File: src/rtl/dll_ctrl_pkg.sv
// Package: shared width, code type and Gray/binary conversions for the
// delay-locked loop setting tracker. Assumes setting width of at least 2.
package dll_ctrl_pkg;

    localparam int SET_W = 7;
    typedef logic [SET_W-1:0] dset_t;

    localparam dset_t SET_MAX = '1;
    localparam dset_t SET_MIN = '0;

    // Binary to Gray: each bit XORs with its upper neighbour.
    function automatic dset_t to_gray(input dset_t b);
        return b ^ (b >> 1);
    endfunction

    // Gray to binary: running XOR from the most significant bit down.
    function automatic dset_t from_gray(input dset_t g);
        dset_t b;
        b[SET_W-1] = g[SET_W-1];
        for (int i = SET_W - 2; i >= 0; i--) begin
            b[i] = b[i+1] ^ g[i];
        end
        return b;
    endfunction

endpackage

File: src/rtl/dll_gray_stepper.sv
// Module: dll_gray_stepper
// Holds the delay setting in Gray form and moves it one code per enabled
// cycle, up or down as the comparator decision asks, stopping at both ends.
// Assumes: rst_n is synchronous, active low, already combined from all sources.
module dll_gray_stepper
    import dll_ctrl_pkg::*;
#(
    parameter dset_t START_BIN = dset_t'(1 << (SET_W - 1))
) (
    input  logic  clk,
    input  logic  rst_n,
    input  logic  step_en,
    input  logic  step_up,
    output dset_t gray_q
);

    dset_t cur_bin;
    dset_t nxt_bin;
    logic  at_top;
    logic  at_bot;
    logic  move;

    // Decode present code and decide whether a step is allowed.
    always_comb begin
        cur_bin = from_gray(gray_q);
        at_top  = (cur_bin == SET_MAX);
        at_bot  = (cur_bin == SET_MIN);
        move    = step_en && (step_up ? !at_top : !at_bot);
        nxt_bin = step_up ? cur_bin + 1'b1 : cur_bin - 1'b1;
    end

    // Register the Gray code, loading the midpoint on reset.
    always_ff @(posedge clk) begin
        if (!rst_n) begin
            gray_q <= to_gray(START_BIN);
        end else if (move) begin
            gray_q <= to_gray(nxt_bin);
        end
    end

endmodule

File: src/rtl/dll_lock_timer.sv
// Module: dll_lock_timer
// Counts reference edges after reset and flags lock once the window is done.
// Assumes: LOCK_CYCLES >= 1; the counter saturates, so the flag stays set.
module dll_lock_timer #(
    parameter int LOCK_CYCLES = 2560
) (
    input  logic clk,
    input  logic rst_n,
    output logic lock_o
);

    localparam int CW = $clog2(LOCK_CYCLES + 1);
    localparam logic [CW-1:0] LAST = CW'(LOCK_CYCLES);

    logic [CW-1:0] cnt_q;

    // Advance the window counter until it reaches the lock count.
    always_ff @(posedge clk) begin
        if (!rst_n) begin
            cnt_q <= '0;
        end else if (cnt_q != LAST) begin
            cnt_q <= cnt_q + 1'b1;
        end
    end

    // Lock is declared exactly when the counter has reached its end.
    assign lock_o = (cnt_q == LAST);

endmodule

File: src/rtl/dll_bin_mirror.sv
// Module: dll_bin_mirror
// Registers the binary equivalent of the Gray setting for fabric consumers.
// Assumes: one cycle of latency behind the Gray register is acceptable.
module dll_bin_mirror
    import dll_ctrl_pkg::*;
#(
    parameter dset_t START_BIN = dset_t'(1 << (SET_W - 1))
) (
    input  logic  clk,
    input  logic  rst_n,
    input  dset_t gray_i,
    output dset_t bin_q
);

    // Capture the decoded setting each cycle.
    always_ff @(posedge clk) begin
        if (!rst_n) begin
            bin_q <= START_BIN;
        end else begin
            bin_q <= from_gray(gray_i);
        end
    end

endmodule

File: src/rtl/dll_setting_ctrl.sv
// Module: dll_setting_ctrl (top)
// Digital control loop of a delay-locked loop: merges the two reset sources,
// steps the Gray delay code from the comparator decision, mirrors it in
// binary, times lock acquisition and drives the 0-degree bypass select.
// Assumes: all inputs are synchronous to clk.
module dll_setting_ctrl
    import dll_ctrl_pkg::*;
#(
    parameter int LOCK_CYCLES = 2560
) (
    input  logic        clk,
    input  logic        rst_n,
    input  logic        pin_rst_n,
    input  logic        upd_en,
    input  logic        cmp_up,
    input  logic        phase_90,
    output logic [6:0]  gray_set,
    output logic [6:0]  bin_set,
    output logic        bypass_sel,
    output logic        locked
);

    localparam dset_t MID_BIN = dset_t'(1 << (SET_W - 1));

    logic  rst_all_n;
    dset_t gray_w;
    dset_t bin_w;

    // Either source holds the whole loop in reset.
    assign rst_all_n = rst_n & pin_rst_n;

    dll_gray_stepper #(.START_BIN(MID_BIN)) u_step (
        .clk     (clk),
        .rst_n   (rst_all_n),
        .step_en (upd_en),
        .step_up (cmp_up),
        .gray_q  (gray_w)
    );

    dll_bin_mirror #(.START_BIN(MID_BIN)) u_mirror (
        .clk    (clk),
        .rst_n  (rst_all_n),
        .gray_i (gray_w),
        .bin_q  (bin_w)
    );

    dll_lock_timer #(.LOCK_CYCLES(LOCK_CYCLES)) u_lock (
        .clk    (clk),
        .rst_n  (rst_all_n),
        .lock_o (locked)
    );

    assign gray_set   = gray_w;
    assign bin_set    = bin_w;
    // Zero-degree selection routes the strobe around the loop delay.
    assign bypass_sel = !phase_90;

endmodule

File: config.mk
export PLATFORM = sky130hd
export DESIGN_NAME = dll_setting_ctrl
export DESIGN_NICKNAME = d
export VERILOG_FILES = /design/src/rtl/dll_ctrl_pkg.sv /design/src/rtl/dll_gray_stepper.sv /design/src/rtl/dll_lock_timer.sv /design/src/rtl/dll_bin_mirror.sv /design/src/rtl/dll_setting_ctrl.sv
export SDC_FILE = /design/constraint.sdc
export NUM_CORES = 1
export LEC_CHECK = 0
export CORE_MARGIN = 1.5
export CORE_UTILIZATION = 30
export CTS_CLUSTER_SIZE = 12
export DETAILED_ROUTE_END_ITERATION = 8
export GPL_TIMING_DRIVEN = 0
export PLACE_DENSITY_LB_ADDON = 0.08
export SLEW_MARGIN = 0
export SYNTH_ARGS = -nofsm -noshare
export SYNTH_HDL_FRONTEND = slang
export SYNTH_SLANG_ARGS = --single-unit
File: constraint.sdc
create_clock -name clk -period 3.5 [get_ports clk]
set_clock_uncertainty 0.15 [all_clocks]
set_input_delay 0.525 -clock clk [delete_from_list [all_inputs] [get_ports clk]]
set_output_delay 0.525 -clock clk [all_outputs]
set_load 0.1 [all_outputs]
[Word level (Yosys, flattened, before mapping)]
Cells that the tools add are included.
Cells by class
  $add $sub $neg: 3
  equal/unequal tests: 3
  bitwise operators: 8
  mux-type cells: 2
  reduce and logical (&&, ||, !) cells: 5
Operators by type and width (number)
  $add A12 B1 Y12 const B: 1
  $eq A12 B12 Y1 const B: 1
  $ne A12 B12 Y1 const B: 1
  $add A7 B1 Y7 const B: 1
  $eq A7 B7 Y1 const B: 1
  $logic_not A7 Y1: 1
  $mux W7: 1
  $sub A7 B1 Y7 const B: 1
  $xor A7 B6 Y7: 1
  $xor A1 B1 Y1: 6
  $logic_not A1 Y1: 3
  $and A1 B1 Y1: 1
  $logic_and A1 B1 Y1: 1
  $mux W1: 1
Word-level totals
  bits in registers: 26
  word-level logic and storage cells: 24
  bits of input ports: 6

[Depth between registers and ports, before layout]
Gate-level depths: netlist (run 1).
  word-level depth: 10
  gate-level depth with buffers: 14
  mapped depth without buffers: 14

[Hierarchy]
From an unflattened synthesis (run 1), not the netlist that was laid out.
Unflattened totals
  cell total of the unflattened synthesis: 194
  area, all modules: 1762.9 um2
By module, submodules not included
  dll_gray_stepper: cells each 100, times used 1, area an instance 828.3 um2
  dll_lock_timer: cells each 70, times used 1, area an instance 614.3 um2
  dll_bin_mirror: cells each 22, times used 1, area an instance 310.3 um2
  dll_setting_ctrl: cells each 2, times used 1, area an instance 10.0 um2

[Worst setup path before layout (run 1)]
OpenSTA, ideal clock, no wires.
  kind: register to register
  from: reg u_step.gray_q[5]
  to: reg u_step.gray_q[5]
  setup time: 0.131 ns
  path buffers: 0
  path slack: -0.773 ns
  data arrival time: 3.993 ns
  clock period less this slack: 4.273 ns
  stages on the path, launching flop included: 15
  path through: dfxtp_1 > xnor2_1 > inv_1 > ha_1 > xor2_1 > inv_1 > ha_1 > xor2_2 > inv_1 > ha_1 > nand2b_1 > a2111oi_1 > a211oi_2 > a2111oi_2 > a211oi_1
On the way
  cells in the longest elaborated chain, start to end: 10
RTL lines
  start: declaration: RTL line dll_gray_stepper.sv:14  | output dset_t gray_q
  start signal: assignment: RTL line dll_gray_stepper.sv:35  | gray_q <= to_gray(START_BIN);
  start signal: assignment: RTL line dll_gray_stepper.sv:37  | gray_q <= to_gray(nxt_bin);
  $xor A1 B1 Y1 *: RTL line dll_ctrl_pkg.sv:21  | b[i] = b[i+1] ^ g[i];
  net u_step.cur_bin[5]: RTL line dll_gray_stepper.sv:17  | dset_t cur_bin;
  $xor A1 B1 Y1 * (2 in a row): RTL line dll_ctrl_pkg.sv:21
  net u_step.cur_bin[3]: RTL line dll_gray_stepper.sv:17
  $xor A1 B1 Y1 * (2 in a row): RTL line dll_ctrl_pkg.sv:21
  net u_step.cur_bin[1]: RTL line dll_gray_stepper.sv:17
  parallel branches: the longest is 5 deep, another holds $sub A7 B1 Y7
Mark *: on every way through the listed nets, which the timed path passes.
A chain may end at the register's enable or synchronous reset.

[Worst setup path in the final report (run 1)]
  from: reg u_step.gray_q[6]
  to: reg u_step.gray_q[5]
The elaborated chain is that of the path after synthesis.

==> qor.csv, run 1 <==
metric,value,unit
post-place-ws,-293,ps
synth_edf_count,0,
finalSetupViolCount,0,
path_clk_slew,90,ps
nets,226,
clock-sinks,26,
via_count,1307,
hold_violations,0,
crit_required,3500,ps
dp_hpwl,2.68,mm
worstPathArrival,3340,ps
min_path_type,reg -> reg,
dr.pass1.iters,4,
outcome,"complete, no violations",
drv_slew,0,
grt_usage,0.135,
min_period,3330,ps
gp_congestion,0.792,
yosysWarnings,0,
drive_gt1_frac,0.180,
yosys.area_share.simple,0.249,
synthTopCellsByArea,"dfxtp_1, ha_1, xor2_1, nor2_1, xnor2_1",
fp.dieW,75.8,um
grt_pass1_vias,1217,
yosys.area_share.adder,0.102,
port_buffers,20,
clock_path_buffers,2,
fp-row-count,26,
post-route-period-util,0.952,
ant_nets,0,
relSlewSlack,0.351,
max_cap_viol_count,0,
grt_max_degree,15,
synth_top_family_by_area,simple AND/OR/NAND/NOR gates,
netlist_instances,178,
fin_ws,167,ps
synth_fp_nets,197,
initialDrtViolationCount,58,
core,5110,um2
finalWirelength,3.60,mm
synth_xor_area_frac,0.144,
post-synth-top-area-cell,dfxtp_1,
syn_avg_cell_area,8.93,um2
area_growth_syn_to_layout,31.7,%
syn-cell-area,1590,um2
synth-seq-cells,26,
async_reset_ff_frac,0,
grt_overflow,0,
cts-htree-levels,1,
synth.distinct_cells,46,
timing.fmax,300,MHz
wl_per_cell,13.0,um
die_y,75.8,um
cts_root_buf,clkbuf_8,
drc,0,
insertion_delay,270,ps
crit_type,reg -> reg,
die_area,5740,um2
synth_top_area_share,0.328,
numCtsBuffers,3,
cts_tree,done,
synth-main-ff-cell,dfxtp_1,
io_pins,22,
grt_pass1_wl,5.83,mm
worst_slew_pin_slew,970,ps
antenna_cells,0,
synthMuxAreaShare,0.0189,
vias_per_cell,4.74,
synth_compound_area_frac,0.111,
rsz0062_at_grt,false,
antenna_found_initial,0,
worstPathMaxFanout,4,
crit_path_start_kind,flop,
nFillCells,536,
critPathCaptureType,flop,
synth_seq_area_share,0.328,
start_util,0.311,
-- cell usage after synthesis, types with 2 or more instances --
cell type and instances:
o21ai_0 3, a211oi_1 4, dfxtp_1 26, nand3_1 8, nand2_1 10, nor3b_1 2
ha_1 13, inv_1 13, and2_1 2, xor2_2 2, xnor2_1 6, o21ai_1 2
clkbuf_1 2, xor2_1 12, nand2b_1 3, mux2i_1 3, nor2_1 25, nor3_1 2
or3b_2 2, a21o_1 2, and3_1 3, a21oi_1 5, nand4b_1 2, nand3b_1 2
or2_2 3
-- metrics by stage --
| step | setup TNS (ps) | std cells | instance area, um2 | utilization | hold WS (ps) |
|---|---|---|---|---|---|
| 2_1_floorplan | 0 | 178 | 1670 | - | 309 |
| 3_3_place_gp | -807 | 268 | 1950 | 0.382 | 322 |
| 3_5_place_dp | -806 | 268 | 1950 | 0.382 | 332 |
| 4_1_cts | 0 | 273 | 2050 | 0.402 | 346 |
| 5_1_grt | 0 | 276 | 2090 | 0.410 | 377 |
| 6_report | 0 | 276 | 2090 | 0.410 | 340 |
-- registers in the layout, summed over array words and instances (netlist names) --
name            flops
u_lock.cnt_q       12
u_mirror.bin_q      7
u_step.gray_q       7
-- layout by cell type, fill, tap and decap left out, types with 3 or more instances in the layout --
cell type,Yosys,routed
clkbuf_8,0,3
dfxtp_1,26,23
xnor2_1,6,5
buf_4,1,5
xor2_1,12,11
inv_2,0,3
a211oi_1,4,4
ha_4,0,4
o21ai_0,3,3
a21oi_1,5,5
inv_1,13,10
nand2_1,10,10
clkdlybuf4s50_1,0,19
dfxtp_4,0,3
mux2i_1,3,3
and3_1,3,3
or2_2,3,3
nor2_1,25,25
nand3_1,8,8
ha_1,13,8
-- repair_timing --
item                                    4_1_cts  5_1_grt
setup buffers                                 1        3
endpoints found under the setup margin        6        6
hold buffers                                  0        0
pin swaps                                     1        1
gates resized for setup                       6        5
-- worst max-delay path, cell delays in order, from the launching register on --
cell,delay [ps]
dfxtp_4,380
xnor2_4,200
inv_2,80
ha_4,310
xor2_4,190
inv_2,80
ha_4,310
xor2_4,160
inv_2,80
ha_4,230
nand2b_4,160
a2111oi_4,370
a211oi_2,110
a2111oi_2,340
a211oi_1,80
-- final cells by class --
| type | count | area, um2 | share of cell area |
|---|---|---|---|
| repair buffers | 24 | 233 | 0.111 |
| plain buffers | 4 | 26.3 | 0.0126 |
| flip-flops and latches | 26 | 532 | 0.254 |
| multi-input cells | 135 | 1120 | 0.535 |
| clock buffers | 3 | 41.3 | 0.0197 |
| inverters | 13 | 48.8 | 0.0233 |
| clock inverters | 1 | 3.75 | 0.00179 |
| well taps | 70 | 87.6 | 0.0419 |
-- per-layer routing --
metal  share of wire  vias up  global-route usage
met3           0.035        2              0.0357
met2            0.43       22               0.205
met1            0.52      612               0.191
met5               0        -                   0
met4          0.0056        0              0.0298
li1                -      671                   -
-- path summary, 6_finish.rpt --
path	startpoint	to	slack (ps)	depth (start not counted)
worst max-delay path	u_step.gray_q[6]	u_step.gray_q[5]	170	14
worst min-delay path	u_lock.cnt_q[11]	u_lock.cnt_q[11]	340	2
worst min register to register	u_lock.cnt_q[11]	u_lock.cnt_q[11]	340	2
worst max register to register	u_step.gray_q[6]	u_step.gray_q[5]	170	14
-- cell families after synthesis --
logic type / Yosys count
DFF: 26
buffers and inverters: 17
and+or+nand+nor: 73
xor gates and xnor gates: 22
AOI/OAI and AO/OA: 24
muxes: 3
adders and majority gates: 13
Power of run 1 is not shown: default switching activity piles up to over one toggle a cycle in this logic, so the estimate is an artifact.
==> inputs of run 2 (changes only) <==
--- a/config.mk
+++ b/config.mk
@@ -5,12 +5,12 @@
 export SDC_FILE = /design/constraint.sdc
 export NUM_CORES = 1
 export LEC_CHECK = 0
-export CORE_MARGIN = 1.5
+export CORE_MARGIN = 2
 export CORE_UTILIZATION = 30
 export CTS_CLUSTER_SIZE = 12
 export DETAILED_ROUTE_END_ITERATION = 8
 export GPL_TIMING_DRIVEN = 0
-export PLACE_DENSITY_LB_ADDON = 0.08
+export PLACE_DENSITY = 0.6
 export SLEW_MARGIN = 0
 export SYNTH_ARGS = -nofsm -noshare
 export SYNTH_HDL_FRONTEND = slang
==> run 2 against run 1 <==
- fmax down 2.2%
- global-route usage down 1.1 points
- sequential cell count unchanged
- register-to-register slack about the same
- cell area up 0.36%
- critical path depth down 10
- via count down 2.3%
- utilization up 0.15 points
- die area up 2.7%
- sequential share of layout area down 0.091 points
==> qor.csv, run 2 (synthesis gave the netlist of run 1 again) <==
metric,value,unit
timing.hold.ws,354,ps
core,5110,um2
finalWirelength,3.50,mm
timing.fmax,293,MHz
dr.pass1.iters,4,
io_pins,22,
cts-htree-levels,1,
insertion_delay,270,ps
die_area,5900,um2
crit_path_cell_trace,nor4_1 -> nand4_1 -> nor4b_4 -> clkdlybuf4s50_1,
rr_startpoint,u_step.gray_q[5],
regMostFlops,u_lock.cnt_q,
max_cap_viol_count,0,
nets,226,
hold_violations,0,
postCtsHoldBufs,0,
fin_ws,92.0,ps
antenna_found_initial,0,
start_util,0.311,
clock-sinks,26,
gp_congestion,0.765,
grt_max_degree,15,
finalSetupViolCount,0,
worst_slew_pin_slew,981,ps
min_from,u_lock.cnt_q[11],
mostFrequentLayoutCells,"nor2_1, dfxtp_1, clkdlybuf4s50_1, inv_1, xor2_1",
grt_overflow,0,
relSlewSlack,0.344,
largest_reg_flops,12,
cts_tree,done,
crit_required,2820,ps
numCtsBuffers,3,
vias_per_cell,4.63,
post-route-period-util,0.974,
slowest_delay,1210,ps
outcome,"complete, no violations",
initialDrtViolationCount,57,
antenna_cells,0,
hold-path-cell-count,2,
fp-row-count,26,
worstPathMaxFanout,6,
crit_path_start_kind,flop,
post-place-ws,-264,ps
port_buffers,20,
cpMaxStageDelayCell,clkdlybuf4s50_1,
min_path_type,reg -> reg,
drc,0,
fin_tns_setup,0,ps
critPathCaptureType,primary output,
grt_usage,0.124,
die_y,76.8,um
worstPathArrival,2730,ps
min_period,3410,ps
postPlaceCellArea,1950,um2
fp.dieW,76.8,um
grt_pass1_vias,1231,
mostFrequentLayoutCell,nor2_1,
crit_type,reg -> out,
clock_path_buffers,2,
cp-startpoint,u_lock.cnt_q[3],
ant_nets,0,
largestRegisters,"u_lock.cnt_q (12), u_mirror.bin_q (7), u_step.gray_q (7)",
dp_hpwl,2.49,mm
reg2regPathDepth,14,
wl_per_cell,12.7,um
cts_root_buf,clkbuf_8,
area_growth_syn_to_layout,32.1,%
drv_slew,0,
drive_gt1_frac,0.175,
fin_area,2100,um2
via_count,1277,
grt_pass1_wl,5.91,mm
path_clk_slew,80,ps
[run 2: final cells by class]
class,count,area (um2)
fill,547,3010
clock buffer,4,45.0
sequential,26,532
inverter,13,48.8
multi-input combinational,135,1130
buffer,4,26.3
tap,70,87.6
timing repair buffer,24,230
[run 2: routing by layer]
metal  share of wire  wire length (um)  global-route usage
met3           0.028                97              0.0212
met2            0.44              1530               0.189
met1            0.53              1850               0.176
met4          0.0066                23              0.0382
met5               0                 0                   0
[run 2: metrics by stage]
stage	util	instances
after floorplan	-	178
after global placement	0.382	268
after detailed placement	0.382	268
after CTS	0.393	273
after global routing	0.411	276
final	0.411	276
[run 2: what timing repair did]
item	in CTS	in global routing
resized for setup	2	9
setup endpoints to repair	6	5
buffers inserted	1	3
endpoints found under the hold margin	0	0
pin swaps	2	3
[run 2: worst paths after layout]
check / to / slack, ps
worst max-delay path: locked / 90
worst min-delay path: u_lock.cnt_q[11] / 350
worst max register to register: u_step.gray_q[5] / 160
worst min register to register: u_lock.cnt_q[11] / 350
[run 2: worst max-delay path, delay by kind of cell, from the launching register on]
family,cells,cell delay [ps]
flops,1,370
buf+inv,1,1210
simple gates,3,890
Power of run 2 is left out for the same reason.
==> inputs of run 3 (changes only) <==
--- a/config.mk
+++ b/config.mk
@@ -9,7 +9,6 @@
 export CORE_UTILIZATION = 30
 export CTS_CLUSTER_SIZE = 12
 export DETAILED_ROUTE_END_ITERATION = 8
-export GPL_TIMING_DRIVEN = 0
 export PLACE_DENSITY = 0.6
 export SLEW_MARGIN = 0
 export SYNTH_ARGS = -nofsm -noshare
==> run 3 against run 2 <==
- utilization down 0.47 points
- critical endpoint is now u_step.gray_q[5]
- register-to-register slack got worse by 50 ps
- count of clock-buffer cells in the layout did not move
- highest routed layer unchanged
- setup slack improved by 21 ps
- wire length fell by 0.74%
- die area did not move
- sequential share of layout area grew 0.17 points
- critical path depth grew 9
- fmax grew 0.63%
==> qor.csv, run 3 (synthesis gave the netlist of run 1 again) <==
metric,value,unit
finalSetupViolCount,0,
max_cap_viol_count,0,
grt_pass1_wl,5.74,mm
critPathBufInv,3,
finalWirelength,3.48,mm
min_path_type,reg -> reg,
die_y,76.8,um
cp_top_family,compound AO/OA/AOI/OAI gates,
grt_max_degree,19,
cts_setup_buffers,0,
initialDrtViolationCount,76,
cts_tree,done,
regMostFlops,u_lock.cnt_q,
worstPathMaxFanout,6,
drv_slew,0,
insertion_delay,280,ps
worst_slew_pin_slew,973,ps
die_area,5900,um2
clock-sinks,26,
start_util,0.311,
largest_reg_flops,12,
antenna_cells,0,
wl_per_cell,12.7,um
crit_path_start_kind,flop,
post-route-period-util,0.968,
ant_nets,0,
hold_violations,0,
grt_overflow,0,
nFillCells,517,
numCtsBuffers,3,
path_clk_slew,100,ps
via_count,1268,
fin_tns_setup,0,ps
crit_type,reg -> reg,
antenna_found_initial,0,
vias_per_cell,4.64,
io_pins,22,
area_growth_syn_to_layout,30.6,%
core,5110,um2
gp_congestion,0.812,
dp_hpwl,2.53,mm
clock_path_buffers,2,
fp-row-count,26,
timing.hold.ws,349,ps
dr.pass1.iters,4,
fp.dieW,76.8,um
cts-htree-levels,1,
mostFrequentLayoutCell,nor2_1,
relSlewSlack,0.349,
largestRegisters,"u_lock.cnt_q (12), u_mirror.bin_q (7), u_step.gray_q (7)",
crit_required,3520,ps
nets,223,
port_buffers,21,
drc,0,
slowest_delay,420,ps
worstPathArrival,3400,ps
critPathCaptureType,flop,
cpMaxStageDelayCell,a2111oi_4,
drive_gt1_frac,0.192,
cpMostUsedCell,inv_1,
min_period,3390,ps
mostFrequentLayoutCells,"nor2_1, dfxtp_1, clkdlybuf4s50_1, inv_1, xor2_1",
timing.fmax,295,MHz
crit_path_cell_trace,xnor2_4 -> inv_1 -> ha_4 -> xor2_4 -> inv_1 -> ha_4 -> inv_1 -> ha_2 -> o21ai_1 -> a2111oi_4 -> a211oi_4 -> a2111oi_2 -> a211oi_1,
grt_pass1_vias,1201,
cts_root_buf,clkbuf_8,
outcome,"complete, no violations",
grt_usage,0.119,
## run 3: changes by cell type in the layout (fill, tap and decap cells not counted), sizes merged
| cell | delta |
|---|---|
| clkdlybuf4s50 | -3 |
| clkbuf | -2 |
| buf | +2 |
## run 3: final timing paths
check	startpoint	end	slack, ps	cells after the start
worst max-delay path	u_step.gray_q[5]	u_step.gray_q[5]	110	13
worst min-delay path	u_lock.cnt_q[11]	u_lock.cnt_q[11]	350	2
worst max register to register	u_step.gray_q[5]	u_step.gray_q[5]	110	13
worst min register to register	u_lock.cnt_q[11]	u_lock.cnt_q[11]	350	2
## run 3: timing repair
| item | in CTS | in global routing |
|---|---|---|
| hold buffers | 0 | 0 |
| endpoints found under the setup margin | 0 | 6 |
| gates resized for setup | 0 | 11 |
## run 3: through the flow
stage | utilization | setup slack, ps | std cells | instance area (um2)
global placement | 0.383 | 181 | 269 | 1960
finish | 0.406 | 113 | 273 | 2080
floorplan | - | 25.9 | 178 | 1670
CTS | 0.392 | 46.2 | 273 | 2000
global route | 0.406 | -12.1 | 273 | 2080
detailed placement | 0.383 | 71.3 | 269 | 1960
## run 3: final cells by class
cell class | instances | area [um2] | area share
multi-input combinational | 135 | 1130 | 0.547
sequential | 26 | 529 | 0.255
timing repair buffer | 25 | 230 | 0.111
tap | 70 | 87.6 | 0.0422
inverter | 13 | 48.8 | 0.0235
clock buffer | 4 | 45.0 | 0.0217
## run 3: worst register-to-register path, delay by kind of cell, from the launching register on
kind                       cells  cell delay, ps
AOI/OAI and AO/OA              5            1080
xor gates and xnor gates       2             360
adders and majority gates      3            1030
buffers and inverters          3             270
DFF                            1             380
## run 3: metal layers
metal / up-vias / part of all wire / routed length [um] / track usage
li1: 662 / - / - / -
met1: 569 / 0.54 / 1870 / 0.166
met2: 31 / 0.41 / 1440 / 0.179
met3: 6 / 0.031 / 108 / 0.0200
met4: 0 / 0.018 / 61 / 0.0545
met5: - / 0 / 0 / 0
Power of run 3 is left out for the same reason.
